### config.mk
export PLATFORM = sky130hd
export DESIGN_NAME = vbi_ctrl
export DESIGN_NICKNAME = d
export VERILOG_FILES = /design/src/rtl/vbi_pkg.sv /design/src/rtl/vbi_period_timer.sv /design/src/rtl/vbi_status_reg.sv /design/src/rtl/vbi_ctrl.sv
export SDC_FILE = /design/constraint.sdc
export NUM_CORES = 1
export LEC_CHECK = 0
export BUFFER_PORTS_ARGS = -buffer_cell sky130_fd_sc_hd__buf_2
export CAP_MARGIN = 5
export CORE_MARGIN = 2
export CORE_UTILIZATION = 36
export CTS_CLUSTER_DIAMETER = 150
export DETAILED_ROUTE_END_ITERATION = 10
export SYNTH_ARGS = -nofsm -noshare
export SYNTH_HDL_FRONTEND = slang
export SYNTH_SLANG_ARGS = --single-unit
### constraint.sdc
create_clock -name clk -period 4.52 [get_ports clk]
set_input_delay 0.452 -clock clk [delete_from_list [all_inputs] [get_ports clk]]
set_output_delay 0.452 -clock clk [all_outputs]
set_load 0.05 [all_outputs]
### src/rtl/vbi_pkg.sv
package vbi_pkg;
  // Register indices on the bus_addr field
  localparam int unsigned REG_ENABLE = 0;
  localparam int unsigned REG_STATUS = 1;
endpackage

### src/rtl/vbi_period_timer.sv
module vbi_period_timer #(
  parameter int unsigned PERIOD = 3_333_333
) (
  input  logic clk,
  input  logic rst_n,
  input  logic start,
  input  logic stop,
  output logic tick
);
  localparam int unsigned CNT_W = (PERIOD > 2) ? $clog2(PERIOD) : 1;
  localparam logic [CNT_W-1:0] LAST = CNT_W'(PERIOD - 1);

  logic             run_q;
  logic [CNT_W-1:0] cnt_q;
  logic             wrap;

  assign wrap = run_q && (cnt_q == LAST);
  // start posts an event in the write cycle itself
  assign tick = start | wrap;

  always_ff @(posedge clk or negedge rst_n) begin
    if (!rst_n) begin
      run_q <= 1'b0;
      cnt_q <= '0;
    end else if (start) begin
      run_q <= 1'b1;
      cnt_q <= '0;
    end else if (stop) begin
      run_q <= 1'b0;
      cnt_q <= '0;
    end else if (run_q) begin
      cnt_q <= wrap ? '0 : cnt_q + 1'b1;
    end
  end

  a_r4_count_bound: assert property (@(posedge clk) disable iff (!rst_n)
    run_q |-> (cnt_q <= LAST));
  a_r5_restart_zero: assert property (@(posedge clk) disable iff (!rst_n)
    start |=> (run_q && cnt_q == '0));
  a_r6_stop_halts: assert property (@(posedge clk) disable iff (!rst_n)
    (stop && !start) |=> !run_q);
  a_r6_idle_no_wrap: assert property (@(posedge clk) disable iff (!rst_n)
    !run_q |-> !wrap);
endmodule

### src/rtl/vbi_status_reg.sv
module vbi_status_reg #(
  parameter int unsigned        DATA_W   = 32,
  parameter logic [DATA_W-1:0]  CLR_MASK = 32'h000F_040F
) (
  input  logic              clk,
  input  logic              rst_n,
  input  logic [DATA_W-1:0] set_bits,
  input  logic              clr_we,
  input  logic [DATA_W-1:0] clr_bits,
  output logic [DATA_W-1:0] status
);
  logic [DATA_W-1:0] status_q;

  for (genvar i = 0; i < DATA_W; i++) begin : g_bit
    if (CLR_MASK[i]) begin : g_clearable
      always_ff @(posedge clk or negedge rst_n) begin
        if (!rst_n) status_q[i] <= 1'b0;
        else        status_q[i] <= set_bits[i] | (status_q[i] & ~(clr_we & clr_bits[i]));
      end
    end else begin : g_sticky
      always_ff @(posedge clk or negedge rst_n) begin
        if (!rst_n) status_q[i] <= 1'b0;
        else        status_q[i] <= set_bits[i] | status_q[i];
      end
    end
  end

  assign status = status_q;

  a_r3_outside_mask_kept: assert property (@(posedge clk) disable iff (!rst_n)
    1'b1 |=> ((status_q & ~CLR_MASK & $past(status_q & ~CLR_MASK))
              == $past(status_q & ~CLR_MASK)));
  a_r7_set_wins: assert property (@(posedge clk) disable iff (!rst_n)
    1'b1 |=> ((status_q & $past(set_bits)) == $past(set_bits)));
  a_r3_no_clear_no_drop: assert property (@(posedge clk) disable iff (!rst_n)
    !clr_we |=> ((status_q & $past(status_q)) == $past(status_q)));
endmodule

### src/rtl/vbi_ctrl.sv
module vbi_ctrl #(
  parameter int unsigned       DATA_W     = 32,
  parameter int unsigned       ADDR_W     = 2,
  parameter int unsigned       VBL_PERIOD = 3_333_333,
  parameter int unsigned       VBL_BIT    = 0,
  parameter logic [DATA_W-1:0] CLR_MASK   = 32'h000F_040F
) (
  input  logic              clk,
  input  logic              rst_n,
  input  logic              bus_we,
  input  logic [ADDR_W-1:0] bus_addr,
  input  logic [DATA_W-1:0] bus_wdata,
  output logic [DATA_W-1:0] bus_rdata,
  input  logic [DATA_W-1:0] spare_set,
  output logic              irq
);
  import vbi_pkg::*;

  localparam logic [ADDR_W-1:0] A_ENA = ADDR_W'(REG_ENABLE);
  localparam logic [ADDR_W-1:0] A_STS = ADDR_W'(REG_STATUS);

  logic [DATA_W-1:0] enable_q;
  logic [DATA_W-1:0] status;
  logic [DATA_W-1:0] set_bits;
  logic              ena_wr, sts_wr, vbl_start, vbl_stop, vbl_tick;

  assign ena_wr    = bus_we && (bus_addr == A_ENA);
  assign sts_wr    = bus_we && (bus_addr == A_STS);
  assign vbl_start = ena_wr &&  bus_wdata[VBL_BIT];
  assign vbl_stop  = ena_wr && !bus_wdata[VBL_BIT];

  always_ff @(posedge clk or negedge rst_n) begin
    if (!rst_n)      enable_q <= '0;
    else if (ena_wr) enable_q <= bus_wdata;
  end

  vbi_period_timer #(.PERIOD(VBL_PERIOD)) u_timer (
    .clk   (clk),
    .rst_n (rst_n),
    .start (vbl_start),
    .stop  (vbl_stop),
    .tick  (vbl_tick)
  );

  always_comb begin
    set_bits = spare_set;
    set_bits[VBL_BIT] = spare_set[VBL_BIT] | vbl_tick;
  end

  vbi_status_reg #(.DATA_W(DATA_W), .CLR_MASK(CLR_MASK)) u_status (
    .clk      (clk),
    .rst_n    (rst_n),
    .set_bits (set_bits),
    .clr_we   (sts_wr),
    .clr_bits (bus_wdata),
    .status   (status)
  );

  always_comb begin
    unique case (bus_addr)
      A_ENA:   bus_rdata = enable_q;
      A_STS:   bus_rdata = status;
      default: bus_rdata = '0;
    endcase
  end

  assign irq = |(status & enable_q);

  a_r1_no_enable_no_irq: assert property (@(posedge clk) disable iff (!rst_n)
    (enable_q == '0) |-> !irq);
  a_r5_enable_posts: assert property (@(posedge clk) disable iff (!rst_n)
    vbl_start |=> (status[VBL_BIT] && irq));
  a_r2_enable_stored: assert property (@(posedge clk) disable iff (!rst_n)
    ena_wr |=> (enable_q == $past(bus_wdata)));
  a_r10_enable_held: assert property (@(posedge clk) disable iff (!rst_n)
    !ena_wr |=> $stable(enable_q));
endmodule

==> reports/qor.yml, run 1 <==
worst_setup_path:
  cp_slowest_cell: "or4_1"
  r2r_start: "u_timer.cnt_q[19]"
  cp_cell_sequence: "a22oi_1, nand4_1, or4_1, buf_2"
  endpoint_kind: "primary output"
  crit_path_start: "u_status.status[18]"
  crit_type: "flop to primary output"
  required_ps: 4070
  cp.arrival_ps: 1980
  cp_max_fo: 3
  start_kind: "flop"
  ff2ff_setup_slack_ps: 2410
  cp_slowest_stage_delay_ps: 580
grt:
  grt_antenna_before_repair: 0
  grt_pass1_wl_um: 17000
  grt_util_met1: 0.234
  grt_overflow: 0
  track_usage: 0.170
  grt_start_max_net_pins: 45
  grt_pass1_vias: 3366
  grt_util_met2: 0.265
  grt_busiest_layer: "met2"
  met3_usage: 0.0319
floorplan:
  die_area_sq_mm: 0.0126
  core.rowCount: 39
  ios: 102
  start_util: 0.369
  core_area_sq_mm: 0.0114
  die_h_um: 112
  dieWidth_um: 112
layout:
  n_antenna_cell: 0
  multi_input_area_sq_mm: 0.00193
  syn_to_final_growth_pct: 21.9
  regArea_sq_mm: 0.00218
  final_cell_mix: "nand2_1 (118), buf_2 (100), dfrtp_1 (87)"
  layout-drive-gt1-share: 0.272
  finalNetCount: 611
  fillerInstances: 1118
  final_common_cell: "nand2_1"
clocking:
  clockBufferDepth: 2
  postCtsSetupBuffers: 0
  cts_buffers: 9
  htreeDepth: 3
  cts_tree: "yes"
  clkTransAtPathRegs_ps: 60
  hold_buffers: 0
  clock_latency_ps: 340
  root_buffer: "clkbuf_16"
  cts_resized: 0
  cts_num_sinks: 87
yosys:
  ys_seq_area_frac: 0.517
  ys_types: 39
  ys.warnings.count: 0
  netlist_area_sq_mm: 0.00421
  ys_async_sr_fraction: 1.00
  synth_fp_nets: 516
  synthCells: 445
  synth_edf_count: 0
  syn_avg_cell_area_sq_um: 9.46
  synth-seq-cells: 87
  synth-main-ff-cell: "dfrtp_1"
drt:
  postRouteAntennaNets: 0
  num_vias: 3447
  wl_per_cell_um: 15.0
  drc: 0
  first_pass_iters: 4
  vias_per_cell: 5.02
  drt_wl_total_um: 10300
  drtIter0Drc: 295
job:
  max_cap_viol_count: 0
timing:
  setup_tns_ps: 0
  hold_slack_ps: 110
  slew_viol_final: 0
  fin_skew_ps: 8.83
  worst_slew_pin_slew_ps: 723
  period_share: 0.537
  final_hold_viol_count: 0
  period_minus_slack_ps: 2430
  rsz0062_at_grt: "false"
  slew-limit-headroom: 0.518
  clock.fmax_mhz: 412
  finalSetupViolCount: 0
pwr:
  leakagePower_uw: 0.00250
  powerDensity_mw_per_mm2: 392
  vdd_drop_max_mv: 0.248
  power_uw: 2010
placed_design:
  dp_hpwl_um: 7300
  routabilityCongestion: 0.806
  numPortBuffers: 101
run_status:
  status: "completed"
min_path:
  min_path_type: "primary input to async pin"
## stage by stage
step | cell area (sq um) | utilization | cells | setup slack, ps
final | 5130 | 0.450 | 687 | 2090
after global routing | 5130 | 0.450 | 687 | 2030
after CTS | 5130 | 0.450 | 687 | 2080
after detailed placement | 4830 | 0.423 | 672 | 1960
after global placement | 4830 | 0.423 | 672 | 2020
after floorplan | 4210 | - | 445 | 2430
## critical path, delay by kind of cell (launching register included)
kind	cells	cell delay, ps
simple gates	2	760
flops	1	390
compound gates	1	250
buf+inv	1	230
## flip-flops by register name, summed over array words and instances, names as in the netlist
register	cells
enable_q	32
u_status.status	32
u_timer.run_q	1
u_timer.cnt_q	22
## synthesized netlist by cell type, drive strengths merged (2+ instances only)
library cell	instances	share of area
nand4	14	0.021
and4	5	0.010
ha	2	0.0059
nand2	118	0.11
nor3b	3	0.0065
xor2	10	0.021
nor4b	2	0.0042
nor3	2	0.0024
a22oi	16	0.029
nor4	3	0.0045
a21o	12	0.021
o211ai	2	0.0048
or2	23	0.034
clkbuf	12	0.011
buf	8	0.011
o21ai	8	0.012
xnor2	3	0.0062
inv	5	0.0045
nand3	5	0.0059
and2	2	0.0030
mux2i	34	0.081
or4	2	0.0045
and3	5	0.0074
nor2	52	0.046
dfrtp	87	0.52
o22ai	4	0.0059
## worst paths after layout
path | depth (start not counted) | end
hold / removal | 1 | u_status.status[17]
max in group asynchronous | 2 | u_timer.cnt_q[17]
hold reg to reg | 1 | u_status.status[9]
min in group clk | 2 | u_status.status[19]
setup reg to reg | 5 | u_timer.cnt_q[17]
setup / recovery | 4 | irq
## metal layers
metal | vias to the layer above | part of all wire
met3 | 16 | 0.052
met4 | 0 | 0.021
met2 | 90 | 0.46
li1 | 1694 | -
met1 | 1647 | 0.47
met5 | - | 0
## layout make-up
class                      instances  share of cell area
tap                              143              0.0349
clock buffer                      12              0.0500
clock inverter                     3             0.00829
multi-input combinational        333               0.376
inverter                           5             0.00366
sequential                        87               0.424
timing repair buffer             104               0.103
## cell families after synthesis
logic type                 share of synthesized area
AOI/OAI and AO/OA                             0.0814
muxes                                         0.0808
xor gates and xnor gates                      0.0270
and+or+nand+nor                                0.262
adders and majority gates                    0.00594
buffers and inverters                         0.0262
DFF                                            0.517
## report_power, final
group	leakage (uW)	total (uW)	internal [uW]	switching [uW]
Sequential	0.000998	910	844	65.7
Clock	0.000145	747	454	293
Combinational	0.00136	357	122	235
Power figures use the tool's default switching activity.
==> run 2, diff against run 1 <==
==> constraint.sdc (replaced) <==
create_clock -name clk -period 2.3 [get_ports clk]
set_input_delay 0.23 -clock clk [delete_from_list [all_inputs] [get_ports clk]]
set_output_delay 0.23 -clock clk [all_outputs]
set_load 0.05 [all_outputs]
==> run 2 against run 1 <==
Net effect:
- critical endpoint unchanged
- sequential cell count is the same
- critical path depth did not move
- largest cell class unchanged
- hold slack got worse by 45 ps
- total power grew 99%
- routed wire length increased by 2.5%
- worst setup slack got worse by 2000 ps
- highest routed layer unchanged
- core utilization grew 0.65 points
- clock-buffer cell count fell by 3
- via count rose by 1.1%
- cell area rose by 1.4%
- sequential share of layout area decreased by 0.60 points
==> reports/qor.yml, run 2 (synthesis results as in run 1) <==
run_status:
  status: "completed"  # unchanged
drt:
  wl_per_cell_um: 15.1  # was 15.0 um
  vias_per_cell: 5.01  # was 5.02
  num_vias: 3485  # was 3447
  drc: 0  # unchanged
  drt_wl_total_um: 10500  # was 10300 um
  drtIter0Drc: 244  # was 295
  postRouteAntennaNets: 0  # unchanged
  first_pass_iters: 4  # unchanged
worst_setup_path:
  cp_cell_sequence: "a22oi_1, nand4_1, or4_1, buf_2"  # unchanged
  start_kind: "flop"  # unchanged
  cp_slowest_cell: "or4_1"  # unchanged
  cp.arrival_ps: 1960  # was 1980 ps
  endpoint_kind: "primary output"  # unchanged
  cp_slowest_stage_delay_ps: 540  # was 580 ps
  crit_type: "flop to primary output"  # unchanged
  required_ps: 2070  # was 4070 ps
  cp_max_fo: 3  # unchanged
floorplan:
  ios: 102  # unchanged
  dieWidth_um: 112  # unchanged
  die_h_um: 112  # unchanged
  start_util: 0.369  # unchanged
  core.rowCount: 39  # unchanged
  die_area_sq_mm: 0.0126  # unchanged
  core_area_sq_mm: 0.0114  # unchanged
grt:
  track_usage: 0.169  # was 0.170
  grt_pass1_vias: 3435  # was 3366
  grt_pass1_wl_um: 17200  # was 17000 um
  grt_overflow: 0  # unchanged
  grt_start_max_net_pins: 62  # was 45
  grt_antenna_before_repair: 0  # unchanged
timing:
  hold_slack_ps: 64.6  # was 110 ps
  fin_skew_ps: 5.21  # was 8.83 ps
  slew-limit-headroom: 0.617  # was 0.518
  period_share: 0.951
  setup_tns_ps: 0  # unchanged
  clock.fmax_mhz: 457
  period_minus_slack_ps: 2190
  final_hold_viol_count: 0  # unchanged
  worst_slew_pin_slew_ps: 575  # was 723 ps
  finalSetupViolCount: 0  # unchanged
  slew_viol_final: 0  # unchanged
  rsz0062_at_grt: "false"  # unchanged
job:
  max_cap_viol_count: 0  # unchanged
clocking:
  clkTransAtPathRegs_ps: 70  # was 60 ps
  cts_tree: "yes"  # unchanged
  cts_num_sinks: 87  # unchanged
  htreeDepth: 3  # unchanged
  clock_latency_ps: 330  # was 340 ps
  cts_resized: 0  # unchanged
  cts_buffers: 9  # unchanged
  root_buffer: "clkbuf_16"  # unchanged
  clockBufferDepth: 2  # unchanged
placed_design:
  postPlaceCellArea_sq_mm: 0.00489  # was 0.00483 sq mm
  numPortBuffers: 101  # unchanged
  dp_hpwl_um: 7480  # was 7300 um
  routabilityCongestion: 0.809  # was 0.806
pwr:
  powerDensity_mw_per_mm2: 768  # was 392 mW/mm^2
  leakagePower_uw: 0.00254  # was 0.00250 uW
  vdd_drop_max_mv: 0.333  # was 0.248 mV
layout:
  regArea_sq_mm: 0.00218  # unchanged
  finish.instance_area_sq_mm: 0.00521  # was 0.00513 sq mm
  fillerInstances: 1103  # was 1118
  layout-drive-gt1-share: 0.283  # was 0.272
  final_cell_mix: "nand2_1 (118), buf_2 (100), dfrtp_1 (87)"  # unchanged
  n_antenna_cell: 0  # unchanged
  final_common_cell: "nand2_1"  # unchanged
  syn_to_final_growth_pct: 23.7  # was 21.9%
  finalNetCount: 618  # was 611
  multi_input_area_sq_mm: 0.00193  # unchanged
min_path:
  min_path_type: "primary input to flop"  # was primary input to async pin
run 2: cell types whose count changed in the layout (fill, tap and decap cells not counted), sizes merged:
cell / change
buf: +6
clkbuf: -3
inv: +3
clkinv: +1
dlygate4sd3: +1
run 2: layout make-up:
cell class,instances,share of cell area
inverter,5,0.00360
tap,143,0.0344
clock buffer,9,0.0432
multi-input combinational,333,0.370
clock inverter,7,0.0154
sequential,87,0.418
timing repair buffer,111,0.115
run 2: metal layers:
layer	routed length, um	global-route usage	vias to the layer above	part of all wire
li1	-	-	1704	-
met1	4870	0.229	1680	0.46
met2	4960	0.277	85	0.47
met3	505	0.0265	16	0.048
met4	187	0.0585	0	0.018
met5	0	0	-	0
run 2: what timing repair did:
action                                 CTS  global route
endpoints found under the hold margin   26             0
setup buffers                            0             0
hold buffers                             1             0
run 2: worst paths after layout:
kind / cells past startpoint / slack [ps] / end / from
setup reg to reg: 7 / 350 / u_timer.cnt_q[21] / u_timer.cnt_q[0]
setup / recovery: 4 / 110 / irq / enable_q[18]
min in group asynchronous: 2 / 350 / u_status.status[17] / rst_n
hold reg to reg: 1 / 500 / u_status.status[31] / u_status.status[31]
max in group asynchronous: 3 / 1300 / u_timer.cnt_q[6] / rst_n
hold / removal: 2 / 60 / u_status.status[19] / spare_set[19]
run 2: per-stage QoR:
step	util	setup WS, ps	total power, uW	std cells
final	0.456	112	4000	695
after floorplan	-	570	2280	445
after CTS	0.456	93.1	4050	695
after detailed placement	0.428	355	2540	678
after global placement	0.428	418	2530	678
after global routing	0.456	69.7	4190	695
run 2: worst max-delay path, delay by kind of cell, from the launching register on:
| kind | cells | cell delay [ps] |
|---|---|---|
| compound gates | 1 | 260 |
| buf+inv | 1 | 230 |
| flops | 1 | 400 |
| simple gates | 2 | 720 |
run 2: power breakdown:
group,leakage [uW],total (uW),switching (uW),internal [uW]
combinational,0.00140,734,481,253
sequential,0.000998,1770,117,1660
clock,0.000148,1490,635,857
total,0.00254,4000,1230,2770
